`src/rtl/mode_gpio_pkg.sv`:
```
package mode_gpio_pkg;

   typedef enum logic [1:0] {
      SEL_DIR  = 2'd0,
      SEL_DATA = 2'd1,
      SEL_PULL = 2'd2,
      SEL_NONE = 2'd3
   } reg_sel_e;

   function automatic logic in_restricted_group(input int mode_val, input int first_restricted);
      return mode_val >= first_restricted;
   endfunction

endpackage

```
`src/rtl/mgp_sync.sv`:
```
module mgp_sync #(
   parameter int WIDTH  = 4,
   parameter int STAGES = 2
) (
   input  logic             clk,
   input  logic             rst_n,
   input  logic [WIDTH-1:0] d,
   output logic [WIDTH-1:0] q
);

   if (STAGES < 2) begin : g_bad_stages
      $error("mgp_sync: STAGES must be at least 2");
   end

   logic [WIDTH-1:0] stg [STAGES];

   always_ff @(posedge clk) begin
      if (!rst_n) begin
         for (int i = 0; i < STAGES; i++) stg[i] <= '0;
      end else begin
         stg[0] <= d;
         for (int i = 1; i < STAGES; i++) stg[i] <= stg[i-1];
      end
   end

   assign q = stg[STAGES-1];

   for (genvar s = 1; s < STAGES; s++) begin : g_stage_chk

      sync_shift_chk: assert property (@(posedge clk) disable iff (!rst_n)
         rst_n |=> stg[s] == $past(stg[s-1]));
   end

endmodule

```
`src/rtl/mgp_regs.sv`:
```
module mgp_regs
   import mode_gpio_pkg::*;
#(
   parameter int DATA_W = 8,
   parameter int PIN_W  = 4
) (
   input  logic              clk,
   input  logic              rst_n,
   input  logic              hw_stby,
   input  logic              sw_stby,
   input  logic              restricted,
   input  logic              wr_en,
   input  reg_sel_e          wr_sel,
   input  logic [DATA_W-1:0] wr_data,
   output logic [DATA_W-1:0] dir_q,
   output logic [PIN_W-1:0]  dat_q,
   output logic [PIN_W-1:0]  pul_q
);

   localparam logic [DATA_W-1:0] DIR_INIT_OPEN = '1;
   localparam logic [DATA_W-1:0] DIR_INIT_RSTR = {{(DATA_W-PIN_W){1'b1}}, {PIN_W{1'b0}}};

   logic init_now;
   logic wr_ok;

   assign init_now = !rst_n || hw_stby;
   assign wr_ok    = wr_en && !sw_stby;

   always_ff @(posedge clk) begin
      if (init_now) begin
         dir_q <= restricted ? DIR_INIT_RSTR : DIR_INIT_OPEN;
         dat_q <= '0;
         pul_q <= '0;
      end else if (wr_ok) begin
         case (wr_sel)
            SEL_DIR:  dir_q <= wr_data;
            SEL_DATA: dat_q <= wr_data[PIN_W-1:0];
            SEL_PULL: pul_q <= wr_data[PIN_W-1:0];
            default:  ;
         endcase
      end
   end


   dir_init_chk: assert property (@(posedge clk) disable iff (!rst_n)
      hw_stby |=> dir_q == ($past(restricted) ? DIR_INIT_RSTR : DIR_INIT_OPEN));


   stby_over_write_chk: assert property (@(posedge clk) disable iff (!rst_n)
      hw_stby |=> (dat_q == '0) && (pul_q == '0));


   sw_hold_chk: assert property (@(posedge clk) disable iff (!rst_n)
      (sw_stby && !hw_stby) |=> $stable(dir_q) && $stable(dat_q) && $stable(pul_q));

endmodule

```
`src/rtl/mgp_pins.sv`:
```
module mgp_pins #(
   parameter int PIN_W     = 4,
   parameter bit PULLUP_EN = 1'b1
) (
   input  logic             clk,
   input  logic             rst_n,
   input  logic             restricted,
   input  logic [PIN_W-1:0] dir_lo,
   input  logic [PIN_W-1:0] dat,
   input  logic [PIN_W-1:0] pul,
   output logic [PIN_W-1:0] pin_oe,
   output logic [PIN_W-1:0] pin_out,
   output logic [PIN_W-1:0] pin_pu
);

   assign pin_oe  = dir_lo;
   assign pin_out = dat;

   if (PULLUP_EN) begin : g_pull
      for (genvar n = 0; n < PIN_W; n++) begin : g_bit
         assign pin_pu[n] = restricted && !dir_lo[n] && pul[n];
      end
   end else begin : g_no_pull
      assign pin_pu = '0;
      logic unused_pull;
      assign unused_pull = ^pul;
   end


   pu_open_off_chk: assert property (@(posedge clk) disable iff (!rst_n)
      !restricted |-> pin_pu == '0);


   pu_driver_off_chk: assert property (@(posedge clk) disable iff (!rst_n)
      (pin_pu & pin_oe) == '0);

endmodule

```
`src/rtl/mode_gpio_port.sv`:
```
module mode_gpio_port
   import mode_gpio_pkg::*;
#(
   parameter int DATA_W          = 8,
   parameter int PIN_W           = 4,
   parameter int MODE_W          = 3,
   parameter int FIRST_RESTRICT  = 5,
   parameter int SYNC_STAGES     = 2,
   parameter bit PULLUP_EN       = 1'b1
) (
   input  logic              clk,
   input  logic              rst_n,
   input  logic              hw_stby,
   input  logic              sw_stby,
   input  logic [MODE_W-1:0] mode,
   input  logic [1:0]        addr,
   input  logic              wr_en,
   input  logic              rd_en,
   input  logic [DATA_W-1:0] wr_data,
   output logic [DATA_W-1:0] rd_data,
   input  logic [PIN_W-1:0]  pin_in,
   output logic [PIN_W-1:0]  pin_oe,
   output logic [PIN_W-1:0]  pin_out,
   output logic [PIN_W-1:0]  pin_pu
);

   localparam int FIXED_W = DATA_W - PIN_W;
   localparam logic [FIXED_W-1:0] FIXED_ONES = '1;

   if (PIN_W < 1 || PIN_W >= DATA_W) begin : g_bad_pin_w
      $error("mode_gpio_port: PIN_W must be between 1 and DATA_W-1");
   end
   if (FIRST_RESTRICT < 0 || FIRST_RESTRICT > (1 << MODE_W)) begin : g_bad_first
      $error("mode_gpio_port: FIRST_RESTRICT out of mode range");
   end

   logic              restricted;
   reg_sel_e          sel;
   logic [DATA_W-1:0] dir_q;
   logic [PIN_W-1:0]  dat_q;
   logic [PIN_W-1:0]  pul_q;
   logic [PIN_W-1:0]  pin_s;
   logic [PIN_W-1:0]  port_lo;

   assign restricted = in_restricted_group(int'(mode), FIRST_RESTRICT);
   assign sel        = reg_sel_e'(addr);

   mgp_sync #(.WIDTH(PIN_W), .STAGES(SYNC_STAGES)) u_sync (
      .clk   (clk),
      .rst_n (rst_n),
      .d     (pin_in),
      .q     (pin_s)
   );

   mgp_regs #(.DATA_W(DATA_W), .PIN_W(PIN_W)) u_regs (
      .clk        (clk),
      .rst_n      (rst_n),
      .hw_stby    (hw_stby),
      .sw_stby    (sw_stby),
      .restricted (restricted),
      .wr_en      (wr_en),
      .wr_sel     (sel),
      .wr_data    (wr_data),
      .dir_q      (dir_q),
      .dat_q      (dat_q),
      .pul_q      (pul_q)
   );

   mgp_pins #(.PIN_W(PIN_W), .PULLUP_EN(PULLUP_EN)) u_pins (
      .clk        (clk),
      .rst_n      (rst_n),
      .restricted (restricted),
      .dir_lo     (dir_q[PIN_W-1:0]),
      .dat        (dat_q),
      .pul        (pul_q),
      .pin_oe     (pin_oe),
      .pin_out    (pin_out),
      .pin_pu     (pin_pu)
   );

   for (genvar n = 0; n < PIN_W; n++) begin : g_port_mix
      assign port_lo[n] = dir_q[n] ? dat_q[n] : pin_s[n];
   end

   always_comb begin
      rd_data = '0;
      if (rd_en) begin
         case (sel)
            SEL_DIR:  rd_data = restricted ? '1 : dir_q;
            SEL_DATA: rd_data = {FIXED_ONES, port_lo};
            SEL_PULL: rd_data = {FIXED_ONES, pul_q};
            default:  rd_data = '1;
         endcase
      end
   end


   dir_hidden_chk: assert property (@(posedge clk) disable iff (!rst_n)
      (rd_en && sel == SEL_DIR && restricted) |-> rd_data == '1);


   fixed_nibble_chk: assert property (@(posedge clk) disable iff (!rst_n)
      (rd_en && (sel == SEL_DATA || sel == SEL_PULL)) |-> rd_data[DATA_W-1:PIN_W] == FIXED_ONES);


   oe_follows_write_chk: assert property (@(posedge clk) disable iff (!rst_n)
      (wr_en && sel == SEL_DIR && !sw_stby && !hw_stby) |=> pin_oe == $past(wr_data[PIN_W-1:0]));


   idle_read_chk: assert property (@(posedge clk) disable iff (!rst_n)
      !rd_en |-> rd_data == '0);

endmodule

```
`config.mk`:
```
export PLATFORM = sky130hd
export DESIGN_NAME = mode_gpio_port
export DESIGN_NICKNAME = d
export VERILOG_FILES = /design/src/rtl/mode_gpio_pkg.sv /design/src/rtl/mgp_sync.sv /design/src/rtl/mgp_regs.sv /design/src/rtl/mgp_pins.sv /design/src/rtl/mode_gpio_port.sv
export SDC_FILE = /design/constraint.sdc
export NUM_CORES = 1
export LEC_CHECK = 0
export BUFFER_PORTS_ARGS = -buffer_cell sky130_fd_sc_hd__buf_2
export CAP_MARGIN = 0
export CORE_MARGIN = 5
export CORE_UTILIZATION = 40
export CTS_BUF_LIST = sky130_fd_sc_hd__clkbuf_4
export CTS_CLUSTER_DIAMETER = 30
export DETAILED_ROUTE_END_ITERATION = 10
export PLACE_DENSITY_LB_ADDON = 0.25
export SYNTH_ARGS = -nofsm -noshare
export SYNTH_HDL_FRONTEND = slang
export SYNTH_SLANG_ARGS = --single-unit
export TNS_END_PERCENT = 10
```
`constraint.sdc`:
```
create_clock -name clk -period 1 [get_ports clk]
set_input_delay 0.05 -clock clk [delete_from_list [all_inputs] [get_ports clk]]
set_output_delay 0.05 -clock clk [all_outputs]
set_load 0.02 [all_outputs]
```
==> flow_metrics.tcl <==
set metrics [dict create \
    status "finished with violations" \
    failed_checks "negative setup slack" \
    p_leak_nw 0.797 \
    grt_pass1_wl_mm 4.73 \
    wl_met2_mm 1.54 \
    globalplace.congestion 0.835 \
    clk_pin_slew_worst_paths_ps 110 \
    ys_seq_area_share_pct 48.5 \
    worstPathRequired_ps 950 \
    drt_iter0_drc 10 \
    drc 0 \
    worstPathMaxFanout 2 \
    layout_common_cells "26 x buf_2, 19 x buf_4, 13 x buf_6" \
    clock_latency_ps 300 \
    portBuffers 42 \
    post_route_cells_drive_above_1_share_pct 55.2 \
    cts_max_path_buffers 2 \
    wl_met3_um 222 \
    cts-buffers-inserted 3 \
    start_util_pct 41.9 \
    fin_total_pwr_mw 2.02 \
    final-hold-violation-count 0 \
    synth_area_um2 1160 \
    maxUsedRoutingLayer "met4" \
    final_cell_count_no_fill 196 \
    design_area_um2 1770 \
    syn_inst 102 \
    peakVddDrop_mv 1.20 \
    max_cap_violations 0 \
    ant_nets 0 \
    critPathMaxStageDelay_ps 440 \
    whs_ps 12.0 \
    grt_pass1_vias 1083 \
    startpoint_type "flip-flop" \
    synth-seq-cells 24 \
    ioPinCount 43 \
    max_clock_freq_mhz 627 \
    cts_sinks 24 \
    syn2layout_area_growth_pct 52.9 \
    cp-end-kind "output pin" \
    crit_slowest_cell "edfxtp_1" \
    die_x_um 63.8 \
    cts_tree "done" \
    rows 19 \
    placed_area_um2 1500 \
    syn_nets 129 \
    cts_root_buffer "clkbuf_4" \
    min_path_type "input pin to flip-flop" \
    slew_headroom_pct 52.1 \
    clock_skew_ps 4.23 \
    vias 987 \
    path_cells "mux2_4 -> a221oi_2 -> a21boi_2 -> buf_2" \
    cp_data_arrival_time_ps 1550 \
    critical_path_class "flip-flop to output pin" \
    fin_nets 193 \
    syn_avg_cell_area_um2 11.3 \
    period_share_pct 160 \
    htree_levels 1 \
    grt_max_degree 14 \
    fin_crit_ps 1600 \
    n_antenna_cell 0 \
    cellPowerDensity_nw_per_um2 1140 \
    tightest_slew_ps 711 \
    final_common_cell "buf_2" \
    routedWlPerCell_um 14.6 \
    hpwl_mm 2.22 \
    setup_violations 16 \
    tns_ps -4830 \
    m1WireLength_mm 1.06 \
    rsz0062_at_grt "true" \
    die_h_um 63.8 \
    grt_overflow 0 \
    grt_use_total_pct 14.5 \
    worst_slack_ps -595 \
    die_area_um2 4070 \
    antenna_found_initial 0 \
    core_um2 2760 \
    post-place-ws_ps -290 \
    drt-pass1-iter-count 4 \
    yosysWarnings 0 \
    drt-total-wl_mm 2.86 \
    drv_slew 0 \
    dp_cells 183 \
    final_core_util_pct 64.1 \
    synthDistinctLibCells 25 \
    viasPerCell 5.04 \
]
-- critical path: cells and delay by family (launching register included) --
kind | cells | cell delay [ps]
flops | 1 | 440
mux | 1 | 330
compound gates | 2 | 310
buf+inv | 1 | 160
-- report_power, final --
group	switching (mW)	internal (mW)	total (mW)
clock	0.262	0.146	0.408
sequential	0.0246	1.06	1.09
combinational	0.250	0.272	0.521
-- cells by family (layout without fill, tap and decap cells) --
family	after synthesis	after routing	synth area share [%]
AOI/OAI and AO/OA	24	24	16.0
adders and majority gates	4	4	4.33
buffers and inverters	9	72	4.98
DFF	24	24	48.5
muxes	12	12	11.8
and+or+nand+nor	29	29	14.4
-- metal layers --
layer	global-route usage, %	vias to the layer above
met4	5.19	0
met2	28.2	31
met3	4.20	6
met5	0	-
li1	-	494
met1	14.4	456
-- registers in the layout, indices dropped and copies added, names as in the netlist --
signal,count
u_regs.pul_q,4
u_regs.dir_q,8
u_sync.stg,8
u_regs.dat_q,4
-- path summary, 6_finish.rpt --
| kind | startpoint | depth (start not counted) | to | slack, ps |
|---|---|---|---|---|
| max | u_regs.dir_q[1] | 4 | rd_data[1] | -600 |
| min reg2reg | u_sync.stg[0][1] | 1 | u_sync.stg[0][5] | 450 |
| min | wr_data[6] | 2 | u_regs.dir_q[6] | 10 |
| max reg2reg | u_regs.dat_q[2] | 3 | u_regs.dat_q[2] | 220 |
-- cells in the mapped netlist --
master	instances	area, µm²
o21a_1	6	45.0
a21boi_1	4	30.0
o21ai_0	5	25.0
or2_1	1	6.26
mux2_2	1	11.3
a221oi_2	1	15.0
or2_2	4	25.0
nor2_1	8	30.0
ha_1	4	50.1
mux2_4	3	45.0
nand2_1	1	3.75
buf_4	4	30.0
nand3b_1	2	15.0
and2_1	8	50.1
a221oi_1	3	26.3
dfxtp_1	16	320
buf_2	1	5.00
o31a_1	4	35.0
buf_6	1	11.3
nand2b_1	1	6.26
nor3b_1	4	30.0
inv_1	3	11.3
a31o_2	1	8.76
edfxtp_1	8	240
mux2i_1	8	80.1
-- area by class of cell --
cell class	count	area [µm²]
Timing Repair Buffer	65	489
Sequential cell	24	566
Inverter	3	16.3
Tap cell	31	38.8
Multi-Input combinational cell	69	632
Fill cell	227	990
Clock buffer	3	22.5
Clock inverter	1	3.75
-- repair_timing --
action / CTS / global route
hold endpoints to repair: 7 / 0
hold buffers: 7 / 0
setup buffers: 2 / 0
endpoints found under the setup margin: 18 / 24
gates resized for setup: 20 / 26
pin swaps: 3 / 1
Power figures use the tool's default switching activity.
